## src/rtl/i2cs_pkg.sv

```systemverilog
package i2cs_pkg;

  typedef enum logic [3:0] {
    ST_IDLE,
    ST_ADDR,
    ST_ADDR_ACK,
    ST_PTR,
    ST_PTR_ACK,
    ST_WR,
    ST_WR_ACK,
    ST_RD,
    ST_RD_ACK
  } i2cs_state_e;

  localparam int PTR_W = 7;

endpackage

```

## src/rtl/i2cs_sync.sv

```systemverilog
module i2cs_sync #(
  parameter int           W       = 1,
  parameter int           STAGES  = 2,
  parameter logic [W-1:0] RST_VAL = '0
) (
  input  logic         clk,
  input  logic         rst_n,
  input  logic [W-1:0] d,
  output logic [W-1:0] q
);

  logic [W-1:0] stg [STAGES];

  for (genvar g = 0; g < STAGES; g++) begin : g_stage
    if (g == 0) begin : g_first
      always_ff @(posedge clk or negedge rst_n) begin
        if (!rst_n) stg[0] <= RST_VAL;
        else        stg[0] <= d;
      end
    end else begin : g_next
      always_ff @(posedge clk or negedge rst_n) begin
        if (!rst_n) stg[g] <= RST_VAL;
        else        stg[g] <= stg[g-1];
      end
    end
  end

  assign q = stg[STAGES-1];

endmodule

```

## src/rtl/i2cs_mode_latch.sv

```systemverilog
module i2cs_mode_latch (
  input  logic clk,
  input  logic rst_n,
  input  logic strap_q,
  output logic spi_mode
);

  logic strap_prev;

  always_ff @(posedge clk or negedge rst_n) begin
    if (!rst_n) begin
      strap_prev <= 1'b0;
      spi_mode   <= 1'b0;
    end else begin
      strap_prev <= strap_q;
      if (strap_prev && !strap_q) spi_mode <= 1'b1;
    end
  end

endmodule

```

## src/rtl/i2cs_regfile.sv

```systemverilog
module i2cs_regfile #(
  parameter int NUM_REGS = 8,
  parameter int AW       = 7
) (
  input  logic                  clk,
  input  logic                  rst_n,
  input  logic                  we,
  input  logic [AW-1:0]         waddr,
  input  logic [7:0]            wdata,
  input  logic [AW-1:0]         raddr,
  output logic [7:0]            rdata,
  output logic [NUM_REGS*8-1:0] flat
);

  logic [7:0] mem [NUM_REGS];

  for (genvar g = 0; g < NUM_REGS; g++) begin : g_reg
    always_ff @(posedge clk or negedge rst_n) begin
      if (!rst_n)                          mem[g] <= 8'h00;
      else if (we && (waddr == AW'(g)))    mem[g] <= wdata;
    end
    assign flat[g*8 +: 8] = mem[g];
  end

  always_comb begin
    rdata = 8'h00;
    for (int i = 0; i < NUM_REGS; i++) begin
      if (raddr == AW'(i)) rdata = mem[i];
    end
  end

endmodule

```

## src/rtl/i2cs_strap_slave.sv

```systemverilog
module i2cs_strap_slave #(
  parameter int         NUM_REGS    = 8,
  parameter logic [5:0] ADDR_HI     = 6'b001000,
  parameter int         SYNC_STAGES = 2
) (
  input  logic                  clk,
  input  logic                  rst_n,
  input  logic                  scl_i,
  input  logic                  sda_i,
  input  logic                  strap_i,
  output logic                  sda_oe_o,
  output logic                  spi_sel_o,
  output logic [NUM_REGS*8-1:0] cfg_o
);
  import i2cs_pkg::*;

  localparam int AW = PTR_W;

  // synchronised bus lines: {strap, sda, scl}
  logic [2:0] sync_q;
  logic       scl_q, sda_q, strap_q;
  logic       scl_d, sda_d;

  i2cs_sync #(.W(3), .STAGES(SYNC_STAGES), .RST_VAL(3'b011)) u_sync (
    .clk   (clk),
    .rst_n (rst_n),
    .d     ({strap_i, sda_i, scl_i}),
    .q     (sync_q)
  );

  assign {strap_q, sda_q, scl_q} = sync_q;

  always_ff @(posedge clk or negedge rst_n) begin
    if (!rst_n) begin
      scl_d <= 1'b1;
      sda_d <= 1'b1;
    end else begin
      scl_d <= scl_q;
      sda_d <= sda_q;
    end
  end

  logic scl_rise, scl_fall, start_det, stop_det;
  assign scl_rise  =  scl_q & ~scl_d;
  assign scl_fall  = ~scl_q &  scl_d;
  assign start_det =  scl_q &  scl_d &  sda_d & ~sda_q;
  assign stop_det  =  scl_q &  scl_d & ~sda_d &  sda_q;

  logic spi_mode;

  i2cs_mode_latch u_mode (
    .clk      (clk),
    .rst_n    (rst_n),
    .strap_q  (strap_q),
    .spi_mode (spi_mode)
  );

  // byte engine state
  i2cs_state_e   state;
  logic [3:0]    cnt;
  logic [7:0]    shift;
  logic [7:0]    tx_sh;
  logic [AW-1:0] ptr;
  logic          inc;
  logic          oe;
  logic          ack_on;
  logic          rw;
  logic          mack;

  logic [7:0] rx_byte;
  logic [7:0] rd_data;
  logic       wr_en;
  logic       last_bit;

  assign rx_byte  = {shift[6:0], sda_q};
  assign last_bit = (cnt == 4'd7);
  assign wr_en    = !spi_mode && (state == ST_WR) && scl_rise && last_bit;

  i2cs_regfile #(.NUM_REGS(NUM_REGS), .AW(AW)) u_regs (
    .clk   (clk),
    .rst_n (rst_n),
    .we    (wr_en),
    .waddr (ptr),
    .wdata (rx_byte),
    .raddr (ptr),
    .rdata (rd_data),
    .flat  (cfg_o)
  );

  always_ff @(posedge clk or negedge rst_n) begin
    if (!rst_n) begin
      state  <= ST_IDLE;
      cnt    <= 4'd0;
      shift  <= 8'h00;
      tx_sh  <= 8'h00;
      ptr    <= '0;
      inc    <= 1'b0;
      oe     <= 1'b0;
      ack_on <= 1'b0;
      rw     <= 1'b0;
      mack   <= 1'b0;
    end else if (spi_mode) begin
      state  <= ST_IDLE;
      oe     <= 1'b0;
      ack_on <= 1'b0;
    end else if (start_det) begin
      state  <= ST_ADDR;
      cnt    <= 4'd0;
      oe     <= 1'b0;
      ack_on <= 1'b0;
      mack   <= 1'b0;
    end else if (stop_det) begin
      state  <= ST_IDLE;
      oe     <= 1'b0;
      ack_on <= 1'b0;
    end else begin
      unique case (state)
        ST_ADDR, ST_PTR, ST_WR: begin
          if (scl_rise) begin
            shift <= rx_byte;
            cnt   <= cnt + 4'd1;
            if (last_bit) begin
              cnt <= 4'd0;
              if (state == ST_ADDR) begin
                if (rx_byte[7:1] == {ADDR_HI, strap_q}) begin
                  rw    <= rx_byte[0];
                  state <= ST_ADDR_ACK;
                end else begin
                  state <= ST_IDLE;
                end
              end else if (state == ST_PTR) begin
                ptr   <= rx_byte[AW-1:0];
                inc   <= rx_byte[7];
                state <= ST_PTR_ACK;
              end else begin
                if (inc) ptr <= ptr + AW'(1);
                state <= ST_WR_ACK;
              end
            end
          end
        end
        ST_ADDR_ACK, ST_PTR_ACK, ST_WR_ACK: begin
          if (scl_fall) begin
            if (!ack_on) begin
              oe     <= 1'b1;
              ack_on <= 1'b1;
            end else begin
              ack_on <= 1'b0;
              cnt    <= 4'd0;
              oe     <= 1'b0;
              if (state == ST_ADDR_ACK) begin
                if (rw) begin
                  oe    <= ~rd_data[7];
                  tx_sh <= {rd_data[6:0], 1'b0};
                  cnt   <= 4'd1;
                  state <= ST_RD;
                end else begin
                  state <= ST_PTR;
                end
              end else begin
                state <= ST_WR;
              end
            end
          end
        end
        ST_RD: begin
          if (scl_fall) begin
            if (cnt == 4'd8) begin
              oe    <= 1'b0;
              cnt   <= 4'd0;
              mack  <= 1'b0;
              if (inc) ptr <= ptr + AW'(1);
              state <= ST_RD_ACK;
            end else begin
              oe    <= ~tx_sh[7];
              tx_sh <= {tx_sh[6:0], 1'b0};
              cnt   <= cnt + 4'd1;
            end
          end
        end
        ST_RD_ACK: begin
          if (scl_rise) begin
            if (sda_q) state <= ST_IDLE;
            else       mack  <= 1'b1;
          end else if (scl_fall && mack) begin
            mack  <= 1'b0;
            oe    <= ~rd_data[7];
            tx_sh <= {rd_data[6:0], 1'b0};
            cnt   <= 4'd1;
            state <= ST_RD;
          end
        end
        default: state <= ST_IDLE;
      endcase
    end
  end

  assign sda_oe_o  = oe;
  assign spi_sel_o = spi_mode;

endmodule

```

## config.mk

```make
export PLATFORM = sky130hd
export DESIGN_NAME = i2cs_strap_slave
export DESIGN_NICKNAME = d
export VERILOG_FILES = /design/src/rtl/i2cs_pkg.sv /design/src/rtl/i2cs_sync.sv /design/src/rtl/i2cs_mode_latch.sv /design/src/rtl/i2cs_regfile.sv /design/src/rtl/i2cs_strap_slave.sv
export SDC_FILE = /design/constraint.sdc
export NUM_CORES = 1
export LEC_CHECK = 0
export ABC_AREA = 1
export BUFFER_PORTS_ARGS = -buffer_cell sky130_fd_sc_hd__buf_2
export CORE_ASPECT_RATIO = 0.9
export CORE_UTILIZATION = 50
export CTS_CLUSTER_SIZE = 40
export DETAILED_ROUTE_END_ITERATION = 10
export HOLD_SLACK_MARGIN = 0.03
export PLACE_DENSITY = 0.71
export SETUP_SLACK_MARGIN = 0.15
export SYNTH_ARGS = -nofsm -noshare
export SYNTH_HDL_FRONTEND = slang
export SYNTH_SLANG_ARGS = --single-unit
```

## constraint.sdc

```tcl
create_clock -name clk -period 3.8 [get_ports clk]
set_input_delay 0.19 -clock clk [delete_from_list [all_inputs] [get_ports clk]]
set_output_delay 0.19 -clock clk [all_outputs]
set_load 0.01 [all_outputs]
```

* Yosys cells after proc, flatten, opt, wreduce, memory -nomap -nowiden
Cells that the tools add are included.
** Storage, ports and cells
- Flip-flop bits (word level) :: 109
- Bits of input ports :: 5
- Output and inout bits :: 66
** Cells by class
- Add/sub/neg operators :: 2
- Equal/unequal tests :: 50
- Muxes and demuxes :: 82
- Bitwise logic cells :: 17
- Reductions and logical operators :: 35
** Operators by type and width (count)
- 2-to-1 mux 8 bit :: 16
- 2-to-1 mux 4 bit :: 24
- 2-to-1 mux 7 bit :: 7
- != test 5 x 4 -> 1 bit, second input constant :: 8
- one-hot mux 4 bit (4 select lines) :: 2
- == test 7 x 3 -> 1 bit, second input constant :: 4
- 2-to-1 mux 1 bit :: 26
- != test 2 bit, second input constant :: 13
- one-hot mux 8 bit (3 select lines) :: 1
- AND reduction 8 bit :: 3
- != test 3 bit, second input constant :: 7
- == test 4 x 3 -> 1 bit, second input constant :: 5
- AND reduction 9 bit :: 2
- == test 7 x 2 -> 1 bit, second input constant :: 2
- one-hot mux 7 bit (2 select lines) :: 1
- logical AND 1 bit :: 13
- AND reduction 12 bit :: 1
- inverter 1 bit :: 10
- AND reduction 5 bit :: 2
- == test 4 x 2 -> 1 bit, second input constant :: 2
- == test 4 bit, second input constant :: 2
- != test 4 bit, second input constant :: 2
- nonzero test 4 bit :: 2
- adder 7 x 1 -> 7 bit, second input constant :: 1
- other kinds (20) :: 30

* Depth between registers and ports, before layout
- Depth after elaboration :: 18
- Depth in mapped cells :: 18

* By module
Synthesis repeated with hierarchy kept, for this count alone.
** Second synthesis, totals
- Cells, all modules :: 783
- Area total of the unflattened synthesis :: 5964.5 µm²
** Modules (own cells, without submodules)
- i2cs_regfile :: times used 1, cells each 360, area an instance 3124.2 µm²
- i2cs_strap_slave :: times used 1, cells each 408, area an instance 2597.5 µm²
- i2cs_sync :: times used 1, cells each 9, area an instance 177.7 µm²
- i2cs_mode_latch :: times used 1, cells each 6, area an instance 65.1 µm²

* Least setup slack after synthesis
No wires, ideal clock.
- Path type :: register to register
- Start :: reg ptr[1]
- End :: reg oe, in the netlist sda_oe_o
- Setup time :: 0.117 ns
- Arrival :: 1.651 ns
- Required time :: 3.683 ns
- Path slack :: 2.031 ns
- Cell stages (with the launch flop) :: 19
- Path buffers :: 1
- Path through :: dfrtp_1 -> inv_1 -> ha_1 -> nand2_1 -> nor2_8 -> inv_2 -> buf_6 -> nand2_1 -> nand2_1 -> nand2_1 -> nand2_1 -> nand2_1 -> nand2_1 -> nand2_1 -> nand2_1 -> nand3_1 -> nand2_1 -> nand3_1 -> nand2_1
** On the way
- Cells in the longest elaborated chain, start to end :: 18
** RTL lines
- start: declaration :: line i2cs_strap_slave.sv:63 : logic [AW-1:0] ptr;
- start signal: assignment :: line i2cs_strap_slave.sv:132 : ptr <= rx_byte[AW-1:0];
- start signal: assignment :: line i2cs_strap_slave.sv:136 : if (inc) ptr <= ptr + AW'(1);
- start signal: assignment :: line i2cs_strap_slave.sv:172 : if (inc) ptr <= ptr + AW'(1);
- logical NOT 7 bit :: line i2cs_regfile.sv:28 : if (raddr == AW'(i)) rdata = mem[i];
- 2-to-1 mux 8 bit (7 in a row) :: line i2cs_regfile.sv:28
- 2-to-1 mux 8 bit (*) :: line i2cs_regfile.sv:28
- inverter 1 bit (*) :: line i2cs_strap_slave.sv:153, i2cs_strap_slave.sv:187
- 2-to-1 mux 1 bit :: line i2cs_strap_slave.sv:152 : if (rw) begin
- 2-to-1 mux 1 bit :: line i2cs_strap_slave.sv:151 : if (state == ST_ADDR_ACK) begin
- 2-to-1 mux 1 bit :: line i2cs_strap_slave.sv:144 : if (!ack_on) begin
- 2-to-1 mux 1 bit :: line i2cs_strap_slave.sv:143 : if (scl_fall) begin
- one-hot mux 1 bit (3 select lines) (*) :: line i2cs_strap_slave.sv:117 : unique case (state)
- 2-to-1 mux 1 bit (*) :: line i2cs_strap_slave.sv:112 : end else if (stop_det) begin
- 2-to-1 mux 1 bit (*) :: line i2cs_strap_slave.sv:106 : end else if (start_det) begin
- 2-to-1 mux 1 bit (*) :: line i2cs_strap_slave.sv:102 : end else if (spi_mode) begin
- end signal: assignment :: line i2cs_strap_slave.sv:153 : oe <= ~rd_data[7];
- end signal: assignment :: line i2cs_strap_slave.sv:175 : oe <= ~tx_sh[7];
- end signal: assignment :: line i2cs_strap_slave.sv:187 : oe <= ~rd_data[7];
- end: declaration :: line i2cs_strap_slave.sv:65 : logic oe;
Mark *: on every way between the ends. The rest lies on a longest branch, timed or not. The select of a mux whose other input is x is not followed.
A chain may end at the register's enable or synchronous reset.

* Worst setup path after layout
- Start :: reg state[3]
- End :: reg rw
** On the way
- Cells in the longest elaborated chain, start to end :: 3
** RTL lines
- start: declaration :: line i2cs_strap_slave.sv:59 : i2cs_state_e state;
- start signal: assignment :: line i2cs_strap_slave.sv:92 : state <= ST_IDLE;
- start signal: assignment :: line i2cs_strap_slave.sv:103 : state <= ST_IDLE;
- start signal: assignment :: line i2cs_strap_slave.sv:107 : state <= ST_ADDR;
- == test 4 x 3 -> 1 bit, or another cell as far along :: line i2cs_strap_slave.sv:117
- OR reduction 3 bit :: line i2cs_strap_slave.sv:117
- AND reduction 8 bit (no source line) (*)
- end signal: assignment :: line i2cs_strap_slave.sv:126 : rw <= rx_byte[0];
- end: declaration :: line i2cs_strap_slave.sv:67 : logic rw;
Mark *: on every way between the ends. The rest lies on a longest branch, timed or not.

==> impl_results.md <==
- Data required time of the critical path: 4.05 ns
- Post-CTS Setup Inserts: 0
- Area of the mapped netlist: 5510 sq um
- Ratio of routed vias to standard cells: 5.46
- Total power density per cell area: 342 nW/um^2
- RSZ-0062 raised after global routing: false
- CTS tree: yes
- Kind of cell adding the most delay to the critical path: simple AND/OR/NAND/NOR gates
- Simple-gate area share of the yosys netlist: 26.9%
- Fraction of layout instances using a drive strength above 1: 16.8%
- Worst R2R Start: state[3]$_DFFE_PN0P_
- Fraction of post-synthesis cell area in the top cell type by area: 46.4%
- Setup_tns: 0 ns
- HPWL reported at the end of detailed placement: 10100 um
- Initial standard-cell utilization of the core: 52.6%
- Most instantiated flip-flop cell in the synthesis netlist: sky130_fd_sc_hd__dfrtp_1
- Largest stage delay, worst path: 0.52 ns
- Number of rows created at floorplan: 35
- Setup violators final: 0
- Most repeated cell in the gate-level netlist after synthesis: sky130_fd_sc_hd__nand2_1
- Mapped Avg Cell Area: 7.99 sq um
- Final Non-Filler Cells: 885
- Number of enable flip-flop cells after synthesis: 0
- Vias in the first global route: 4598
- Number of top-level pins: 71
- DRC violation count after routing: 0
- Post-synth top cells: sky130_fd_sc_hd__nand2_1, sky130_fd_sc_hd__dfrtp_1, sky130_fd_sc_hd__o21ai_0
- Final critical path time including I/O delays and setup: 2.34 ns
- DIE HEIGHT: 102 um
- Startpoint types: register
- Number of pins exceeding their max-slew limit in the final report: 0
- Arrival time worst endpoint: 2.58 ns
- Share of synthesized cell area in full adder, half adder and majority cells: 1.36%
- Worst path slowest cell: sky130_fd_sc_hd__nor3_2
- Slew @ Worst Pin: 0.955 ns
- Fraction of the yosys area taken by sequential cells: 49.2%
- Combinational family with the most area after synthesis: simple AND/OR/NAND/NOR gates
- Buffers & Inverters on Critical Path: 2
- Largest driver fanout on the critical path: 15
- Top area cells in the synthesized netlist: sky130_fd_sc_hd__dfrtp_1, sky130_fd_sc_hd__nand2_1, sky130_fd_sc_hd__o21ai_0, sky130_fd_sc_hd__nor2_1, sky130_fd_sc_hd__nand3_1
- Global-route wire length before repair: 23300 um
- Post-route standard cell area excluding fillers: 6220 sq um
- Antenna violations before repair: 0
- Final worst clock skew: 0.00925 ns
- Multiplexer share of the synthesized area: 0%
- Die area: 11400 sq um
- Type of the worst setup path: reg2reg
- Area fraction in compound gates after synthesis: 15.2%
- Cell breakdown of the critical path: nor2_1 -> nand3_1 -> nand2_1 -> inv_1 -> nor3_2 -> nand3_1 -> o21ai_0 -> inv_1
- Total GRT Usage: 26.9%
- Number of nets produced by synthesis: 700
- Nature of the critical path endpoint: register
- Number of port buffers: 70
- Routability-driven placement congestion ratio: 0.949
- Peak supply drop: 0.339 mV
- Async S/R FF share, synth: 100%
- Overflow after GRT: 0
- Clock Sinks: 108
- Post-synthesis instance total: 689
- CTS max path bufs: 2
- Final period utilization: 61.5%
- Final number of hold-violating endpoints: 0
- Area inside the core boundary: 10500 sq um
- Synthesized-area fraction occupied by xor and xnor cells: 0.636%
- Worst hold-check path type: reg2reg
- Routed len/inst: 16.0 um
- Largest net degree at the start of global routing: 76
- Number of instances in the placed design: 865
- Slew HR: 36.3%
- Area leader, netlist: sky130_fd_sc_hd__dfrtp_1
- Critical path origin: state[3]$_DFFE_PN0P_
- Clock-pin slew on the worst setup and hold paths: 0.07 ns
- Detail Route Antenna Nets: 0
- Clock latency reported for the late side of the worst-skew pair: 0.36 ns
- Count of yosys warnings during synthesis: 0
- Via count: 4834
- Layout area overhead: 13.0%
- Detailed-route wire length: 14200 um
- Maximum achievable frequency: 0.428 GHz
- Post-synth cell types: 43
- Diodes inserted: 0
- Final Power: 2.13 mW
- Number of buffers created by CTS: 9
- Leakage power: 3.16 nW
- Die extent in x: 113 um
- DRC marker count from the first detailed-route iteration: 360
- Cell area reported after detailed placement: 5890 sq um
- Deepest level of the CTS H-tree: 3
- Max-capacitance violation count: 0
- Status: finished clean
- HP Start: u_sync.stg[4]$_DFF_PN1_
- Drt pass-1 iters: 5
- Post_cts resized: 0
- Synth Register Bits: 108
- Fin nets: 762
- Root Driver: sky130_fd_sc_hd__clkbuf_16
- Count of filler cells inserted in the layout: 950
## placed cells by master, fill, tap and decap left out, types with 3 or more instances in the layout
master                          instances
sky130_fd_sc_hd__nand2_1              203
sky130_fd_sc_hd__dfrtp_1              102
sky130_fd_sc_hd__o21ai_0               94
sky130_fd_sc_hd__buf_2                 69
sky130_fd_sc_hd__nor2_1                60
sky130_fd_sc_hd__inv_1                 48
sky130_fd_sc_hd__nand3_1               36
sky130_fd_sc_hd__a21oi_1               25
sky130_fd_sc_hd__o21ai_1               16
sky130_fd_sc_hd__inv_2                 13
sky130_fd_sc_hd__clkbuf_16              9
sky130_fd_sc_hd__ha_1                   6
sky130_fd_sc_hd__dfstp_2                6
sky130_fd_sc_hd__nor3_1                 5
sky130_fd_sc_hd__nor3_4                 5
sky130_fd_sc_hd__o211ai_1               5
sky130_fd_sc_hd__xor2_1                 4
sky130_fd_sc_hd__nand4_1                4
sky130_fd_sc_hd__dlygate4sd3_1          4
sky130_fd_sc_hd__o31ai_1                3
## where the power goes
part           total [mW]  switching, mW  internal, mW
Clock               0.915          0.457         0.458
Combinational      0.0467         0.0361        0.0106
Sequential           1.16        0.00600          1.16
## cell type report
| class | count | area [sq um] | share of cell area (%) |
|---|---|---|---|
| Timing Repair Buffer | 75 | 400 | 6.44 |
| Clock buffer | 10 | 229 | 3.68 |
| Sequential cell | 108 | 2710 | 43.6 |
| Inverter | 62 | 233 | 3.74 |
| Tap cell | 129 | 161 | 2.59 |
| Clock inverter | 6 | 58.8 | 0.945 |
| Multi-Input combinational cell | 495 | 2430 | 39.0 |
## metal layers
metal  GRT usage [%]  vias to the layer above  part of all wire, %
li1                -                     2371                    -
met1            38.0                     2251                   46
met2            40.2                      180                   45
met3            7.42                       32                  7.5
met4            9.03                        0                  2.0
met5               0                        -                    0
## timing repair
| action | in CTS | in global routing |
|---|---|---|
| setup endpoints to repair | 0 | 0 |
| endpoints found under the hold margin | 18 | 0 |
| hold buffers | 4 | 0 |
## cell families (layout without fill, tap and decap cells)
logic type / after synthesis / after routing
DFF: 108 / 108
buffers and inverters: 86 / 153
adders and majority gates: 6 / 6
xor gates and xnor gates: 4 / 4
and+or+nand+nor: 332 / 332
AOI/OAI and AO/OA: 153 / 153
## through the flow
step | hold slack (ns) | utilization (%) | setup WS (ns)
global placement | 0.295 | 56.3 | 1.54
global route | 0.371 | 59.4 | 1.08
finish | 0.366 | 59.4 | 1.46
floorplan | -0.106 | - | 2.03
CTS | 0.349 | 59.4 | 1.48
detailed placement | 0.299 | 56.3 | 1.50
## sequential cells by signal, indices dropped and copies added (netlist names)
signal and flops:
tx_sh 7, u_regs.flat 64, sda_oe_o 1, cnt 4
u_sync.q 3, shift 7, mack 1, ptr 7
rw 1, u_sync.stg 3, inc 1, u_mode.strap_prev 1
ack_on 1, scl_d 1, u_mode.spi_mode 1, state 4
sda_d 1
## final timing paths
path / depth (start not counted) / end / slack (ns)
max in group asynchronous: 3 / scl_d$_DFF_PN1_ / 2.22
worst min-delay path: 0 / u_sync.q[1]$_DFF_PN1_ / 0.37
min in group asynchronous: 2 / u_regs.flat[11]$_DFFE_PN0P_ / 0.52
worst max register to register: 8 / rw$_DFFE_PN0P_ / 1.46
worst min register to register: 0 / u_sync.q[1]$_DFF_PN1_ / 0.37
worst max-delay path: 8 / rw$_DFFE_PN0P_ / 1.46
## worst register-to-register path, cell delays in order, from the launching register on
cell                      delay (ns)
sky130_fd_sc_hd__dfrtp_1        0.43
sky130_fd_sc_hd__nor2_1         0.20
sky130_fd_sc_hd__nand3_1        0.30
sky130_fd_sc_hd__nand2_1        0.27
sky130_fd_sc_hd__inv_1          0.11
sky130_fd_sc_hd__nor3_2         0.52
sky130_fd_sc_hd__nand3_1        0.17
sky130_fd_sc_hd__o21ai_0        0.19
sky130_fd_sc_hd__inv_1          0.05
Power figures use the tool's default switching activity.
